<file path="config.mk">
export PLATFORM = sky130hd
export DESIGN_NAME = pfd_ctrl
export DESIGN_NICKNAME = d
export VERILOG_FILES = /design/src/rtl/pfd_ctrl.sv
export SDC_FILE = /design/constraint.sdc
export NUM_CORES = 1
export LEC_CHECK = 0
export ABC_AREA = 1
export CORE_MARGIN = 1
export CORE_UTILIZATION = 45
export CTS_CLUSTER_DIAMETER = 80
export DETAILED_ROUTE_END_ITERATION = 6
export DONT_BUFFER_PORTS = 1
export GPL_TIMING_DRIVEN = 0
export REMOVE_ABC_BUFFERS = 1
export SETUP_SLACK_MARGIN = 0.02
export SYNTH_ARGS = -nofsm -noshare
export SYNTH_HDL_FRONTEND = slang
export SYNTH_SLANG_ARGS = --single-unit
</file>
<file path="constraint.sdc">
create_clock -name clk -period 2.45 [get_ports clk]
set_input_delay 0.245 -clock clk [delete_from_list [all_inputs] [get_ports clk]]
set_output_delay 0.245 -clock clk [all_outputs]
set_load 0.005 [all_outputs]
</file>
<file path="src/rtl/pfd_ctrl.sv">
module pfd_ctrl #(
  parameter int QW       = 8,
  parameter int QUAL_DEF = 16
) (
  input  logic          clk,
  input  logic          rst,
  input  logic          rf_in,
  input  logic          ref_in,
  input  logic          sense,
  input  logic [1:0]    mode,
  input  logic [QW-1:0] lock_qual,
  output logic          up,
  output logic          dn,
  output logic          mon_ref,
  output logic          mon_rf,
  output logic          locked
);
  localparam logic [QW-1:0] QDEF = QW'(QUAL_DEF);
  localparam logic [QW-1:0] QMAX = '1;

  logic [2:0] rf_sh, ref_sh;
  always_ff @(posedge clk) begin
    if (rst) begin
      rf_sh  <= '0;
      ref_sh <= '0;
    end else begin
      rf_sh  <= {rf_sh[1:0], rf_in};
      ref_sh <= {ref_sh[1:0], ref_in};
    end
  end

  logic rf_lvl, ref_lvl, rf_rise, ref_rise;
  assign rf_lvl   = rf_sh[1];
  assign ref_lvl  = ref_sh[1];
  assign rf_rise  = rf_sh[1] & ~rf_sh[2];
  assign ref_rise = ref_sh[1] & ~ref_sh[2];

  logic mon_en;
  assign mon_en  = (mode != 2'b00);
  assign mon_ref = mon_en & (sense ? ref_lvl : rf_lvl);
  assign mon_rf  = mon_en & (sense ? rf_lvl : ref_lvl);

  logic set_up, set_dn, det_en;
  assign set_up = sense ? ref_rise : rf_rise;
  assign set_dn = sense ? rf_rise : ref_rise;
  assign det_en = (mode == 2'b11) ? 1'b0 :
                  (mode == 2'b10) ? ~locked : 1'b1;

  always_ff @(posedge clk) begin
    if (rst || !det_en) begin
      up <= 1'b0;
      dn <= 1'b0;
    end else if (up && dn) begin
      up <= 1'b0;
      dn <= 1'b0;
    end else begin
      up <= up | set_up;
      dn <= dn | set_dn;
    end
  end

  logic          rf_rise_q, ref_pend, good, bad;
  logic [QW-1:0] cnt, cnt_inc, qual_eff;

  assign qual_eff = (lock_qual == '0) ? QDEF : lock_qual;
  assign cnt_inc  = (cnt == QMAX) ? cnt : cnt + 1'b1;

  always_comb begin
    good = 1'b0;
    bad  = 1'b0;
    if (ref_rise) begin
      good = rf_rise | rf_rise_q;
    end else if (ref_pend) begin
      good = rf_rise;
      bad  = ~rf_rise;
    end
  end

  always_ff @(posedge clk) begin
    if (rst) begin
      rf_rise_q <= 1'b0;
      ref_pend  <= 1'b0;
      cnt       <= '0;
      locked    <= 1'b0;
    end else begin
      rf_rise_q <= rf_rise;
      ref_pend  <= ref_rise & ~(rf_rise | rf_rise_q);
      if (good) begin
        cnt    <= cnt_inc;
        locked <= (cnt_inc >= qual_eff);
      end else if (bad) begin
        cnt    <= '0;
        locked <= 1'b0;
      end
    end
  end
endmodule

</file>
# Yosys cells after proc, flatten, opt, wreduce, memory -nomap -nowiden
# Index checks and enable logic that the tools add are counted.
# word_totals
regBits	19
out_inout_bits	5
word_cells	49
# classes
addsub	1
n_lt_le_gt_ge	1
n_eq_ne	3
n_mux	16
bitwise_logic	13
n_reduce_logical	7
# ops
operator	count
2-to-1 mux 8 bit	4
2-to-1 mux 1 bit	12
adder 8 x 1 -> 8 bit (second input constant)	1
equality test 8 bit (second input constant)	1
greater-or-equal comparator 8 bit	1
logical NOT 8 bit	1
AND 1 bit	5
NOT 1 bit	5
equality test 2 bit (second input constant)	2
nonzero test 2 bit	2
OR 1 bit	3
OR reduction 2 bit	1
logical AND 1 bit	1
logical NOT 1 bit	1
logical OR 1 bit	1

# Logic depth before layout (Yosys ltp)
# Gate-level depths: netlist of run 1.
# depth
depth_word	7
mapped_depth	15
depth_no_buf	15

# Least setup slack after synthesis of run 1
# Ideal clock, no wire load.
# synth_timing
kind	reg-to-reg
start	register cnt[0]
end	register locked
setup_ps	132
arrival_ps	1839
t_required_ps	2318
path_slack_ps	478
path_stages_with_launch	15
path_buffers	0
period_less_slack_ps	1972
path_cell_list	dfxtp_1 ha_1 nand2_2 nor3_4 nand3b_1 and2_1 ha_1 nand2_1 nand3_1 nand2_1 nand2_1 nand2_1 nand2_1 nand2_1 a21oi_1
# synth_via
elab_chain_len	4
word_cells_on_any_way	5
# synth_rtl
element	line	text
from (decl)	63	logic [QW-1:0] cnt, cnt_inc, qual_eff;
from (signal assigned)	89	cnt <= cnt_inc;
adder 8 x 1 -> 8 bit or equality test 8 bit (tied branches)	66	assign cnt_inc = (cnt == QMAX) ? cnt : cnt + 1'b1;
2-to-1 mux 8 bit *	66	
greater-or-equal comparator 8 bit *	90	locked <= (cnt_inc >= qual_eff);
2-to-1 mux 1 bit *	88	if (good) begin
to (signal assigned)	90	
to (decl)	16	output logic locked
# Every way passes the cells marked *; elsewhere a longest branch is shown, timed or not.
# A chain may end at the register's enable or synchronous reset.

# Final worst setup path of run 1
# Ends and elaborated chain as after synthesis.

==> results of run 1 <==
==> flip-flops by register name, summed over array words and instances, names as in the netlist <==
name,cells
cnt,8
ref_sh,3
rf_sh,3
dn,1
locked,1
ref_pend,1
rf_rise_q,1
up,1
==> worst max-delay path by stage <==
stage	end	slack [ps]	depth (start not counted)
after floorplan	locked$_SDFFE_PP0P_	490	14
after global placement	locked$_SDFFE_PP0P_	280	14
after detailed placement	locked$_SDFFE_PP0P_	250	14
after CTS	locked$_SDFFE_PP0P_	240	14
after global routing	locked$_SDFFE_PP0P_	20	14
final	locked$_SDFFE_PP0P_	290	14
==> layout make-up <==
type / count / area (sq um)
Fill cell: 258 / 1250
Multi-Input combinational cell: 116 / 663
Sequential cell: 19 / 380
Inverter: 26 / 97.6
Tap cell: 30 / 37.5
Clock buffer: 4 / 26.3
Timing Repair Buffer: 2 / 20.0
==> cells by family (layout without fill, tap and decap cells) <==
family                   after synthesis  in the layout  synth area share, %
flip-flops                            19             19                 32.5
XOR/XNOR                               2              2                 1.50
buffers and inverters                 30             32                 10.9
AO/OA/AOI/OAI                         24             24                 13.7
adder cells (fa/ha/maj)                9              9                 9.62
AND/OR/NAND/NOR                       81             81                 31.8
==> cell usage in the layout, fill, tap and decap left out, drive strengths merged, types with 3 or more instances in the layout <==
master / instances
clkbuf: 4
inv: 26
nand2: 38
nand3: 10
dfxtp: 19
a211oi: 3
ha: 9
nor2: 24
o21ai: 3
a21oi: 13
==> stage by stage <==
stage               power [mW]  std cells  util, %  area, sq um
CTS                      0.518        196     49.0         1210
floorplan                0.357        161        -         1140
global placement         0.363        191     47.6         1180
global route             0.547        197     49.4         1220
finish                   0.514        197     49.4         1220
detailed placement       0.365        191     47.6         1180
==> routing by layer <==
layer	vias to the layer above	part of all wire (%)	GRT usage [%]
li1	537	-	-
met1	444	45	18.6
met2	23	51	34.0
met3	2	3.3	3.16
met4	0	0.84	7.89
met5	-	0	0
==> power by group <==
part	internal [mW]	switching, mW
clock network	0.0632	0.0871
logic	0.0168	0.0285
registers	0.315	0.00357
total	0.395	0.119
==> critical path, cell delays in order, from the launching register on <==
cell and delay, ps:
dfxtp_1 400, ha_1 270, nand2_2 100, nor3_4 260
nand3b_1 120, and2_1 160, ha_1 300, nand2_1 70
nand3_1 70, nand2_1 60, nand2_1 50, nand2_1 50
nand2_1 50, nand2_1 60, a21oi_1 60
==> out/summary.txt, run 1 <==
Outcome -> complete, no violations
Crit path from -> cnt[0]$_SDFFE_PP0P_
Mapped Area -> 1170 sq um
Final worst-path cycle share -> 88.2%
Port Buf Inserts -> 0
Final Skew -> 6.85 ps
Gr usage total -> 17.8%
Initial DRC Count -> 15
RSZ-0062 raised after global routing -> no
Post-synth EDFFs -> 0
NumNets Final -> 192
Syn Inst Count -> 165
Crit end category -> register
Critical path required time -> 2640 ps
Top-count cell post-synth -> nand2_1
Hold path start -> ref_in
Slew of the pin with the lowest slew margin -> 578 ps
Hold Path Class -> input port to register
Pwr per Cell Area -> 420 nW/um^2
Worst Hold Depth -> 2
Post-synth ARST share -> 0%
Kind of start point of the critical path -> register
Hold-fix buffers, CTS -> 1
Leakage -> 0.576 nW
Final ANT Viol Nets -> 0
R2R Path Start -> cnt[0]$_SDFFE_PP0P_
WL final -> 2.14 mm
Yosys top cell area share -> 32.5%
Row Count -> 18
Congestion Overflow GR -> 0
Synth area leaders -> dfxtp_1, nand2_1, ha_1
DRC Markers -> 0
Largest net degree at the start of global routing -> 19
Die X-Extent -> 53.0 microns
CTS tree -> yes
ANT cells -> 0
GP Congestion -> 0.806
Arrival time worst endpoint -> 2350 ps
Core area -> 2480 sq um
Number of CTS-inserted buffers -> 3
FF-to-FF End -> locked$_SDFFE_PP0P_
Max-slew violations -> 0
Initial DRT Pass Iterations -> 4
Initial antenna violation count -> 0
Max Cap Violations -> 0
CTS clk-pin slew, worst paths -> 100 ps
Number of global-route vias before repair -> 888
Clk Latency, worst-skew pair -> 290 ps
Routed vias -> 1006
Syn. warnings -> 0
Synth unique cells -> 27
VDD IR max -> 0.291 mV
Area grow syn2layout -> 4.59%
Final hold vios -> 0
Worst rel slew slack -> 61.3%
Max Fclk -> 0.463 GHz
Vias per cell -> 5.11
Die height -> 53.0 microns
CTS Root Cell -> clkbuf_4
Reg2Reg Setup Slack -> 290 ps
Die ar. -> 2810 sq um
First-pass GRT wire length -> 3.61 mm
# H-tree levels -> 1
CP max FO -> 5
# Post-CTS Setup Buffers -> 0
Hold EP -> ref_sh[0]$_SDFF_PP0_
CTS Buffer Depth -> 2
Most frequent cells after synthesis -> nand2_1, inv_1, nor2_1
# setup viols final -> 0
Final min period -> 2160 ps
I/O Pins -> 20
Setup WS pre-CTS -> 250 ps
Yosys reg bits -> 19
Hold WS -> 52.1 ps
Wirelength per Cell -> 10.9 microns
Avg Inst Size Synth -> 7.10 sq um
WS Path Type -> register to register
Clock sinks -> 19
R2R depth -> 14
Cell taking the most area after synthesis -> dfxtp_1
Register area share after synthesis -> 32.5%
Layout cells sized above 1 -> 7.19%
Fin worst setup slack -> 288 ps
Cells resized by post-CTS repair -> 0
Setup TNS -> 0 ps
Detailed Place HPWL -> 1.74 mm
Synth Flop Type -> dfxtp_1
Starting Density -> 47.3%
Note: power is estimated with default switching activity, not from simulation.
==> inputs of run 2 (changes only) <==
--- a/config.mk
+++ b/config.mk
@@ -13,7 +13,7 @@
 export DONT_BUFFER_PORTS = 1
 export GPL_TIMING_DRIVEN = 0
 export REMOVE_ABC_BUFFERS = 1
-export SETUP_SLACK_MARGIN = 0.02
+export SETUP_SLACK_MARGIN = 0.3
 export SYNTH_ARGS = -nofsm -noshare
 export SYNTH_HDL_FRONTEND = slang
 export SYNTH_SLANG_ARGS = --single-unit
==> out/summary.txt, run 2 (synthesis gave the netlist of run 1 again) <==
Port Buf Inserts -> 0
Final worst-path cycle share -> 79.2%
Initial antenna violation count -> 0
Largest net degree at the start of global routing -> 19
CP Cell Sequence -> ha_4, nand2_2, nor3_4, nand3b_1, and2_1, ha_1, nand2_1, nand3_1, nand2_1, nand2_1, nand2_1, nand2_1, nand2_1, a21oi_1
Die ar. -> 2810 sq um
Final Skew -> 7.78 ps
Fin worst setup slack -> 509 ps
R2R depth -> 14
Reg2Reg Setup Slack -> 510 ps
Most frequent cell on the critical path -> nand2_1
R2R Path Start -> cnt[0]$_SDFFE_PP0P_
Worst rel slew slack -> 61.8%
Detailed Place HPWL -> 1.74 mm
Final hold vios -> 0
Vias per cell -> 5.09
Clk Latency, worst-skew pair -> 290 ps
Crit end category -> register
CTS Buffer Depth -> 2
Max Cap Violations -> 0
NumNets Final -> 193
WS Path Type -> register to register
Crit path from -> cnt[0]$_SDFFE_PP0P_
Slew of the pin with the lowest slew margin -> 571 ps
Number of global-route vias before repair -> 888
Worst Hold Depth -> 2
Clock sinks -> 19
Arrival time worst endpoint -> 2130 ps
Final ANT Viol Nets -> 0
Max incr delay on CP -> 390 ps
Kind of start point of the critical path -> register
Initial DRC Count -> 22
Leakage -> 0.580 nW
Initial DRT Pass Iterations -> 5
DRC Markers -> 0
Reg with most FFs -> cnt
First-pass GRT wire length -> 3.59 mm
Post-route cell area -> 1250 sq um
CP max FO -> 5
VDD IR max -> 0.292 mV
Setup TNS -> 0 ps
FF-to-FF End -> locked$_SDFFE_PP0P_
Number of CTS-inserted buffers -> 3
CTS tree -> yes
Wirelength per Cell -> 11.0 microns
Starting Density -> 47.3%
Max Fclk -> 0.515 GHz
Core area -> 2480 sq um
Routed vias -> 1008
Row Count -> 18
RSZ-0062 raised after global routing -> no
Max-slew violations -> 0
Congestion Overflow GR -> 0
Die height -> 53.0 microns
Layout cells sized above 1 -> 9.52%
Die X-Extent -> 53.0 microns
Gr usage total -> 17.8%
Hold Path Class -> input port to register
Outcome -> complete, no violations
Setup WS pre-CTS -> 250 ps
Commonest non-fill, non-tap cell in the layout -> nand2_1
Critical path required time -> 2640 ps
I/O Pins -> 20
Final min period -> 1940 ps
Critical Path End -> locked$_SDFFE_PP0P_
ANT cells -> 0
CTS Root Cell -> clkbuf_4
Area grow syn2layout -> 6.94%
# H-tree levels -> 1
# setup viols final -> 0
CTS clk-pin slew, worst paths -> 100 ps
Top Registers -> cnt x8, ref_sh x3, rf_sh x3
WL final -> 2.18 mm
Placement Cell Area -> 1180 sq um
Pwr per Cell Area -> 409 nW/um^2
Max FFs per register -> 8
Most frequent cells in the layout -> nand2_1, inv_1, nor2_1
Worst path slowest cell -> dfxtp_4
GP Congestion -> 0.806
[run 2: how the worst min path moves through the flow]
stage          startpoint  slack (ps)                   end
2_1_floorplan         rst         310   cnt[0]$_SDFFE_PP0P_
3_3_place_gp          rst         320   cnt[5]$_SDFFE_PP0P_
3_5_place_dp          rst         320   locked$_SDFFE_PP0P_
4_1_cts               rst         0.7  ref_sh[2]$_SDFF_PP0_
5_1_grt            ref_in          30  ref_sh[0]$_SDFF_PP0_
6_report           ref_in          50  ref_sh[0]$_SDFF_PP0_
[run 2: layout make-up]
class | instances | area (sq um)
Sequential cell | 19 | 388
Clock buffer | 4 | 26.3
Tap cell | 30 | 37.5
Fill cell | 252 | 1220
Inverter | 26 | 97.6
Multi-Input combinational cell | 116 | 676
Timing Repair Buffer | 3 | 27.5
[run 2: per-stage QoR]
stage | hold WS [ps] | power, mW | std cells | util, %
2_1_floorplan | 314 | 0.357 | 161 | -
3_3_place_gp | 318 | 0.363 | 191 | 47.6
3_5_place_dp | 320 | 0.365 | 191 | 47.6
4_1_cts | 0.653 | 0.518 | 196 | 49.1
5_1_grt | 28.3 | 0.542 | 198 | 50.6
6_report | 52.5 | 0.513 | 198 | 50.6
[run 2: repair_timing]
item	in CTS	in global routing
setup endpoints to repair	1	1
setup buffers	0	1
pin swaps	1	1
cloned	0	0
resized for setup	1	5
hold buffers	1	1
hold endpoints to repair	1	16
[run 2: worst max-delay path, delay by kind of cell, from the launching register on]
family | cells | cell delay [ps]
adder cells (fa/ha/maj) | 2 | 460
AND/OR/NAND/NOR | 11 | 950
flip-flops | 1 | 390
AO/OA/AOI/OAI | 1 | 60
[run 2: metal layers]
metal	global-route usage [%]	part of all wire (%)
met5	0	0
met4	7.89	0.83
met3	3.16	3.5
met2	34.0	50
met1	18.4	46
[run 2: report_power, final]
group	switching [mW]	internal (mW)	total, mW
combinational	0.0283	0.0168	0.0451
sequential	0.00372	0.313	0.317
clock	0.0874	0.0632	0.151
